<file path="src/rtl/nme_pkg.sv">
package nme_pkg;
    // Clamp a programmed shift into the supported window.
    function automatic logic [3:0] clamp_shift(input logic [3:0] k,
                                               input logic [3:0] kmin,
                                               input logic [3:0] kmax);
        logic [3:0] r;
        if (k < kmin)      r = kmin;
        else if (k > kmax) r = kmax;
        else               r = k;
        return r;
    endfunction
endpackage

</file>
<file path="src/rtl/nme_abs.sv">
module nme_abs #(
    parameter int W   = 8,
    parameter bit SAT = 1'b1
) (
    input  logic signed [W-1:0] x_i,
    output logic        [W-1:0] mag_o
);
    localparam logic [W-1:0] MOST_NEG = {1'b1, {(W-1){1'b0}}};
    localparam logic [W-1:0] MOST_POS = {1'b0, {(W-1){1'b1}}};

    logic [W-1:0] neg_v;
    assign neg_v = -x_i;

    generate
        if (SAT) begin : g_sat
            always_comb begin
                if (x_i == MOST_NEG)  mag_o = MOST_POS;
                else if (x_i[W-1])    mag_o = neg_v;
                else                  mag_o = x_i;
            end
        end else begin : g_wrap
            always_comb mag_o = x_i[W-1] ? neg_v : x_i;
        end
    endgenerate

    always_comb begin
        AST_MAG_RANGE: assert (mag_o[W-1] == 1'b0 || !SAT);
    end
endmodule

</file>
<file path="src/rtl/nme_leaky.sv">
module nme_leaky
    import nme_pkg::*;
#(
    parameter int IN_W  = 8,
    parameter int K_MIN = 4,
    parameter int K_MAX = 10
) (
    input  logic            clk,
    input  logic            rst_n,
    input  logic            clr_i,
    input  logic            vld_i,
    input  logic [IN_W-1:0] x_i,
    input  logic [3:0]      k_i,
    output logic [IN_W-1:0] int_o
);
    localparam int FRAC  = K_MAX;
    localparam int ACC_W = IN_W + FRAC;

    typedef struct packed {
        logic [ACC_W-1:0] acc;
    } st_t;

    st_t st_d, st_q;
    logic [3:0]              k_eff;
    logic [ACC_W-1:0]        target;
    logic signed [ACC_W:0]   diff;
    logic signed [ACC_W:0]   step;
    logic signed [ACC_W:0]   sum;

    always_comb begin
        k_eff  = clamp_shift(k_i, 4'(K_MIN), 4'(K_MAX));
        target = {x_i, {FRAC{1'b0}}};
        diff   = $signed({1'b0, target}) - $signed({1'b0, st_q.acc});
        step   = diff >>> k_eff;
        sum    = $signed({1'b0, st_q.acc}) + step;
        st_d   = st_q;
        if (clr_i)      st_d.acc = '0;
        else if (vld_i) st_d.acc = sum[ACC_W-1:0];
    end

    always_ff @(posedge clk or negedge rst_n) begin
        if (!rst_n) st_q <= '0;
        else        st_q <= st_d;
    end

    assign int_o = st_q.acc[ACC_W-1:FRAC];

    AST_HOLD_IDLE: assert property (@(posedge clk) disable iff (!rst_n)
        (!vld_i && !clr_i) |=> $stable(st_q.acc));
    AST_CLR_ZERO: assert property (@(posedge clk) disable iff (!rst_n)
        clr_i |=> (st_q.acc == '0));
    AST_NO_OVERSHOOT_UP: assert property (@(posedge clk) disable iff (!rst_n)
        (vld_i && !clr_i && target >= st_q.acc) |=>
        (st_q.acc <= $past(target) && st_q.acc >= $past(st_q.acc)));
    AST_NO_OVERSHOOT_DN: assert property (@(posedge clk) disable iff (!rst_n)
        (vld_i && !clr_i && target < st_q.acc) |=>
        (st_q.acc >= $past(target) && st_q.acc < $past(st_q.acc)));
    AST_SUM_SIGN: assert property (@(posedge clk) disable iff (!rst_n)
        vld_i |-> (sum[ACC_W] == 1'b0));
endmodule

</file>
<file path="src/rtl/noise_mag_est.sv">
module noise_mag_est #(
    parameter int IN_W  = 8,
    parameter int K_MIN = 4,
    parameter int K_MAX = 10
) (
    input  logic                   clk,
    input  logic                   rst_n,
    input  logic                   clr_i,
    input  logic                   smp_vld_i,
    input  logic signed [IN_W-1:0] smp_i,
    input  logic [3:0]             avg_shift_i,
    input  logic [3:0]             nse_shift_i,
    output logic [IN_W-1:0]        avg_mag_o,
    output logic [IN_W-1:0]        noise_mag_o
);
    logic [IN_W-1:0]        mag;
    logic [IN_W-1:0]        dev;
    logic signed [IN_W:0]   dlt;
    logic [IN_W:0]          dlt_abs;

    nme_abs #(.W(IN_W), .SAT(1'b1)) u_abs (
        .x_i   (smp_i),
        .mag_o (mag)
    );

    nme_leaky #(.IN_W(IN_W), .K_MIN(K_MIN), .K_MAX(K_MAX)) u_avg (
        .clk   (clk),
        .rst_n (rst_n),
        .clr_i (clr_i),
        .vld_i (smp_vld_i),
        .x_i   (mag),
        .k_i   (avg_shift_i),
        .int_o (avg_mag_o)
    );

    // Deviation against the average held before this sample.
    always_comb begin
        dlt     = $signed({1'b0, mag}) - $signed({1'b0, avg_mag_o});
        dlt_abs = dlt[IN_W] ? 9'(-dlt) : dlt;
        dev     = dlt_abs[IN_W-1:0];
    end

    nme_leaky #(.IN_W(IN_W), .K_MIN(K_MIN), .K_MAX(K_MAX)) u_nse (
        .clk   (clk),
        .rst_n (rst_n),
        .clr_i (clr_i),
        .vld_i (smp_vld_i),
        .x_i   (dev),
        .k_i   (nse_shift_i),
        .int_o (noise_mag_o)
    );

    AST_DEV_RANGE: assert property (@(posedge clk) disable iff (!rst_n)
        smp_vld_i |-> (dlt_abs[IN_W] == 1'b0 && !dev[IN_W-1]));
    AST_AVG_BOUND: assert property (@(posedge clk) disable iff (!rst_n)
        avg_mag_o[IN_W-1] == 1'b0);
    AST_NSE_BOUND: assert property (@(posedge clk) disable iff (!rst_n)
        noise_mag_o[IN_W-1] == 1'b0);
    AST_OUT_HOLD: assert property (@(posedge clk) disable iff (!rst_n)
        (!smp_vld_i && !clr_i) |=> ($stable(avg_mag_o) && $stable(noise_mag_o)));
endmodule

</file>
<file path="config.mk">
export PLATFORM = sky130hd
export DESIGN_NAME = noise_mag_est
export DESIGN_NICKNAME = d
export VERILOG_FILES = /design/src/rtl/nme_pkg.sv /design/src/rtl/nme_abs.sv /design/src/rtl/nme_leaky.sv /design/src/rtl/noise_mag_est.sv
export SDC_FILE = /design/constraint.sdc
export NUM_CORES = 1
export LEC_CHECK = 0
export ABC_AREA = 1
export BUFFER_PORTS_ARGS = -buffer_cell sky130_fd_sc_hd__clkbuf_2
export CORE_MARGIN = 10
export CORE_UTILIZATION = 45
export CTS_CLUSTER_DIAMETER = 80
export DETAILED_ROUTE_END_ITERATION = 10
export GPL_TIMING_DRIVEN = 1
export SLEW_MARGIN = 20
export SYNTH_ARGS = -nofsm -noshare
export SYNTH_HDL_FRONTEND = slang
export SYNTH_SLANG_ARGS = --single-unit
</file>
<file path="constraint.sdc">
create_clock -name clk -period 4.55 [get_ports clk]
set_input_delay 1.1375 -clock clk [delete_from_list [all_inputs] [get_ports clk]]
set_output_delay 1.1375 -clock clk [all_outputs]
set_load 0.03 [all_outputs]
</file>
* After elaboration in Yosys (flattened, before gate mapping)
Cells that the tools add are included.
** Cells by class
- Add/sub/neg operators :: 7
- Equality and inequality tests :: 1
- Shift-type cells :: 2
- Multiplexer cells :: 11
- Reduce and logical (&&, ||, !) cells :: 1
- Magnitude comparators :: 4
** Operators by type and width (count)
- two-way mux 18 bit :: 4
- >>> shifter 19 x 4 -> 18 bit :: 2
- subtractor 18 x 18 -> 19 bit :: 2
- adder 18 bit :: 2
- two-way mux 8 bit :: 3
- two-way mux 4 bit :: 4
- negator 8 bit :: 2
- subtractor 8 x 8 -> 9 bit :: 1
- equality test 8 bit, second input constant :: 1
- > comparator 4 bit, second input constant :: 2
- < comparator 4 x 3 -> 1 bit, second input constant :: 2
- nonzero test 2 bit :: 1
** Word-level totals
- Word-level logic and storage cells :: 28
- Register bits after elaboration :: 36
- Output and inout port bits :: 16
- Input bits :: 20

* Longest topological paths before layout
- Depth after elaboration :: 11
- Depth in mapped cells :: 47
- Gate-level depth less buffers :: 47

* By module
A second synthesis with hierarchy kept.
** Unflattened totals
- Cells, all modules :: 1199
- Area total of the unflattened synthesis :: 6934.2 um^2
** Modules (own cells, without submodules)
- nme_leaky :: area an instance 2995.4 um^2, instances 2, cells an instance 518, seq. area each 450.4 um^2
- noise_mag_est :: area an instance 683.2 um^2, instances 1, cells an instance 120, seq. area each 0.0 um^2
- nme_abs :: area an instance 260.2 um^2, instances 1, cells an instance 43, seq. area each 0.0 um^2

* Worst setup path before layout
OpenSTA, ideal clock, no wires.
- Path type :: input port to flip-flop
- Start :: input smp_i[1]
- End :: register u_nse.st_q[13] in the netlist's numbering
- Setup time :: 83 ps
- Stages on the path :: 43
- Setup slack :: -1335 ps
- Data arrival time :: 5802 ps
- Cell sequence :: inv_1 ha_1 inv_1 nor3_1 inv_1 nor3_1 inv_1 nor2_1 inv_1 o211ai_1 inv_1 fa_1 o21bai_2 xor2_2 nor2_1 nand2_1 nand2_1 nand2_1 [7 not listed] nand2_1 nand2_1 nand3_1 nand3_1 nand2_1 nand2_1 nand2_1 ha_1 a21o_1 nor2_1 nand2_1 nand2_1 nand2_1 nand2_1 nand2_1 nand2_1 nand2_1 o21ai_0
** On the way
- Word-level cells in the longest chain between the ends :: 11
- Elaborated cells on any way between the ends :: 12
- Classes of those cells :: add/sub (5); eq/ne (1); shift (1); mux (5)
** RTL lines
- from (decl) :: RTL line noise_mag_est.sv:10 : input logic signed [IN_W-1:0] smp_i,
- negator 8 bit :: RTL line nme_abs.sv:12 : assign neg_v = -x_i;
- two-way mux 8 bit :: RTL line nme_abs.sv:18 : else if (x_i[W-1]) mag_o = neg_v;
- two-way mux 8 bit (*) :: RTL line nme_abs.sv:17 : if (x_i == MOST_NEG) mag_o = MOST_POS;
- subtractor 8 x 8 -> 9 bit (*) :: RTL line noise_mag_est.sv:38 : dlt = $signed({1'b0, mag}) - $signed({1'b0, avg_mag_o});
- negator 8 bit :: RTL line noise_mag_est.sv:39 : dlt_abs = dlt[IN_W] ? 9'(-dlt) : dlt;
- two-way mux 8 bit (*) :: RTL line noise_mag_est.sv:39
- subtractor 18 x 18 -> 19 bit (*) :: RTL line nme_leaky.sv:33 : diff = $signed({1'b0, target}) - $signed({1'b0, st_q.acc});
- >>> shifter 19 x 4 -> 18 bit (*) :: RTL line nme_leaky.sv:34 : step = diff >>> k_eff;
- adder 18 bit (*) :: RTL line nme_leaky.sv:35 : sum = $signed({1'b0, st_q.acc}) + step;
- two-way mux 18 bit (*) :: RTL line nme_leaky.sv:38 : else if (vld_i) st_d.acc = sum[ACC_W-1:0];
- two-way mux 18 bit (*) :: RTL line nme_leaky.sv:37 : if (clr_i) st_d.acc = '0;
- to (signal assigned) :: RTL line nme_leaky.sv:43 : else st_q <= st_d;
- to (decl) :: RTL line nme_leaky.sv:23 : st_t st_d, st_q;
Every way passes the cells marked *; elsewhere a longest branch is shown, timed or not. The select of a mux whose other input is x is not followed.
A chain may end at the register's enable or synchronous reset.

* Worst setup path after layout
- Start :: input smp_i[1]
- End :: register u_nse.st_q[17] in the netlist's numbering
Same word-level chain as after synthesis.

==> impl_metrics.ini <==
[status]
status = finished, violations left
violations = negative setup slack

[setup_path]
crit_buf_inv = 12
start_kind = input port
endpoint_kind = register
reg2regPathDepth = 34
worstReg2RegEnd = u_nse.st_q[17]
critPathArrivalTime_ns = 6.24
path_class = in2reg
timing.rr.start = u_avg.st_q[12]
worst_path_largest_cell_delay_ns = 0.40
path_max_fanout = 4
r2r_slack_ns = -0.05
critPathTopFamily = simple AND/OR/NAND/NOR gates
cp_common_cell = nand2_1
cp.required_ns = 4.73
cp_slowest_cell = fa_2

[sta]
tightest_slew_ns = 0.947
worst_slack_ns = -1.50
whs_ns = 0.608
min_period_ns = 6.05
finClkSkew_ns = 0.00558
rsz0062_at_grt = yes
fin_crit_sh = 1.33
timing.fmax_mhz = 165
hold_viol_final = 0
drv_slew = 0
setup_tns_ns = -41.94
final-setup-viol-count = 36
slew_headroom = 0.369

[job]
maxCapViolCount = 0

[die]
num_rows = 43
die_w_um = 139
die_y_um = 139
initial_core_util = 0.460
core_region_area_um2 = 13900
io_pins = 36
die_area_um2 = 19300

[clocking]
insertion_delay_ns = 0.29
cts_tree = yes
cts-hold-fix-buffers = 0
numCtsBuffers = 5
clk_path_buf_depth = 2
clk_pin_slew_ns = 0.06
htree_levels = 2
cts-root-buf = clkbuf_16
clock_sinks = 36

[yosys]
ys_seq_elements = 36
ys.flop_type = dfrtp_1
synth_area_um2 = 6380
yosys.cell_types.count = 43
synthArstFlopShare = 1.00
synthCells = 1111
yosys_warnings = 0
syn_area_per_cell_um2 = 5.74
synth-edff-count = 0
syn_nets = 1190
yosysSeqAreaShare = 0.141

[routing]
wirelength_um = 27200
top_layer = met4
vias_per_cell = 5.60
route.met2.wl_um = 14500
drc = 0
vias = 8633
wl_per_cell_um = 17.7
wl_met1_um = 10000
dr_wl_met3_um = 1080
ant_nets = 0
drtIter0Drc = 575
dr.pass1.iters = 5

[finish]
nNetsFinal = 1439
final_cells = 1541
areaGrowthSynthToFinish_pct = 71.4
layout_commonest_cell = nand2_1
fin_area_um2 = 10900
insertedDiodeCount = 0
layout_common_cells = 209 x nand2_1, 190 x buf_4, 113 x inv_1
drive_gt1_frac = 0.524

[placement]
portBuffers = 35
dp_hpwl_um = 18100
globalplace.congestion = 0.937
dpl.cell_count = 1469
place_area_um2 = 8230

[hold_path]
hold_start = u_avg.st_q[17]
worstHoldEndpoint = u_avg.st_q[17]
holdPathStages = 3
hp-class = reg2reg

[global_routing]
grt.total_usage = 0.244
antenna_found_initial = 0
grt_pass1_wl_um = 39900
grt-ovfl-total = 0
grt_pass1_vias = 8409
grt_max_degree = 37
==> timing repair <==
action / 4_1_cts / 5_1_grt
endpoints found under the setup margin: 32 / 33
buffers inserted: 37 / 29
pin swaps: 128 / 149
resized for setup: 279 / 229
==> cell families after synthesis <==
group,after synthesis,share of synthesized area
adders and majority gates,59,0.119
DFF,36,0.141
muxes,1,0.00157
xor gates and xnor gates,24,0.0353
buffers and inverters,187,0.124
AOI/OAI and AO/OA,165,0.149
and+or+nand+nor,639,0.430
==> state kept, by name (all words and copies together) (netlist names) <==
name and count:
u_nse.st_q 18, u_avg.st_q 18
==> worst reg2reg max path: cells and delay by family (launching register included) <==
kind / cells / cell delay (ns)
AND/OR/NAND/NOR: 19 / 1.75
AO/OA/AOI/OAI: 5 / 0.66
adder cells (fa/ha/maj): 3 / 0.89
buffers and inverters: 6 / 0.75
XOR/XNOR: 1 / 0.07
flip-flops: 1 / 0.38
==> per-stage QoR <==
stage	utilization	setup WS (ns)
finish	0.788	-1.50
floorplan	-	-0.982
global route	0.788	-1.76
global placement	0.593	-1.84
CTS	0.704	-1.30
detailed placement	0.593	-1.96
==> layer usage <==
| metal | vias up | GRT usage |
|---|---|---|
| li1 | 4142 | - |
| met1 | 4039 | 0.257 |
| met2 | 326 | 0.466 |
| met3 | 126 | 0.0236 |
| met4 | 0 | 0.127 |
| met5 | - | 0 |
==> worst max path at each step <==
stage / startpoint / endpoint / cells after the start
4_1_cts: smp_i[1] / u_nse.st_q[13] / 43
6_report: smp_i[1] / u_nse.st_q[17] / 44
2_1_floorplan: smp_i[0] / u_nse.st_q[12] / 40
5_1_grt: smp_i[1] / u_nse.st_q[14] / 38
3_5_place_dp: smp_i[0] / u_nse.st_q[17] / 42
3_3_place_gp: smp_i[0] / u_nse.st_q[17] / 42
==> Yosys cell counts, types with 3 or more instances <==
cell type	instances	area share
a21oi_1	66	0.052
o21ai_2	3	0.0041
inv_2	4	0.0024
nor3_1	13	0.010
dfrtp_1	36	0.14
o31ai_1	4	0.0047
nand3_1	173	0.14
a21o_1	4	0.0047
o211ai_1	5	0.0059
nor2_1	91	0.054
xor2_1	17	0.023
clkbuf_1	7	0.0041
o22ai_1	5	0.0049
buf_4	21	0.025
nand3b_1	8	0.0094
xnor2_1	5	0.0069
or2_2	3	0.0029
ha_1	56	0.11
nand2_2	7	0.0069
o21ai_0	57	0.045
buf_2	6	0.0047
nand2_1	324	0.19
fa_1	3	0.0094
nand4_1	8	0.0078
a21oi_2	5	0.0069
nor2_2	7	0.0069
inv_1	147	0.086
o21bai_1	8	0.0094
==> final cells by class <==
class | instances | area (um^2)
well taps | 180 | 225
flip-flops and latches | 36 | 901
clock buffers | 5 | 125
multi-input cells | 888 | 6820
fillers | 943 | 2950
repair buffers | 277 | 2240
inverters | 152 | 603
clock inverters | 3 | 18.8
Power is left out: the tool's default activity adds up to more than one toggle a clock period on the data nets, which glitch-free logic cannot reach.
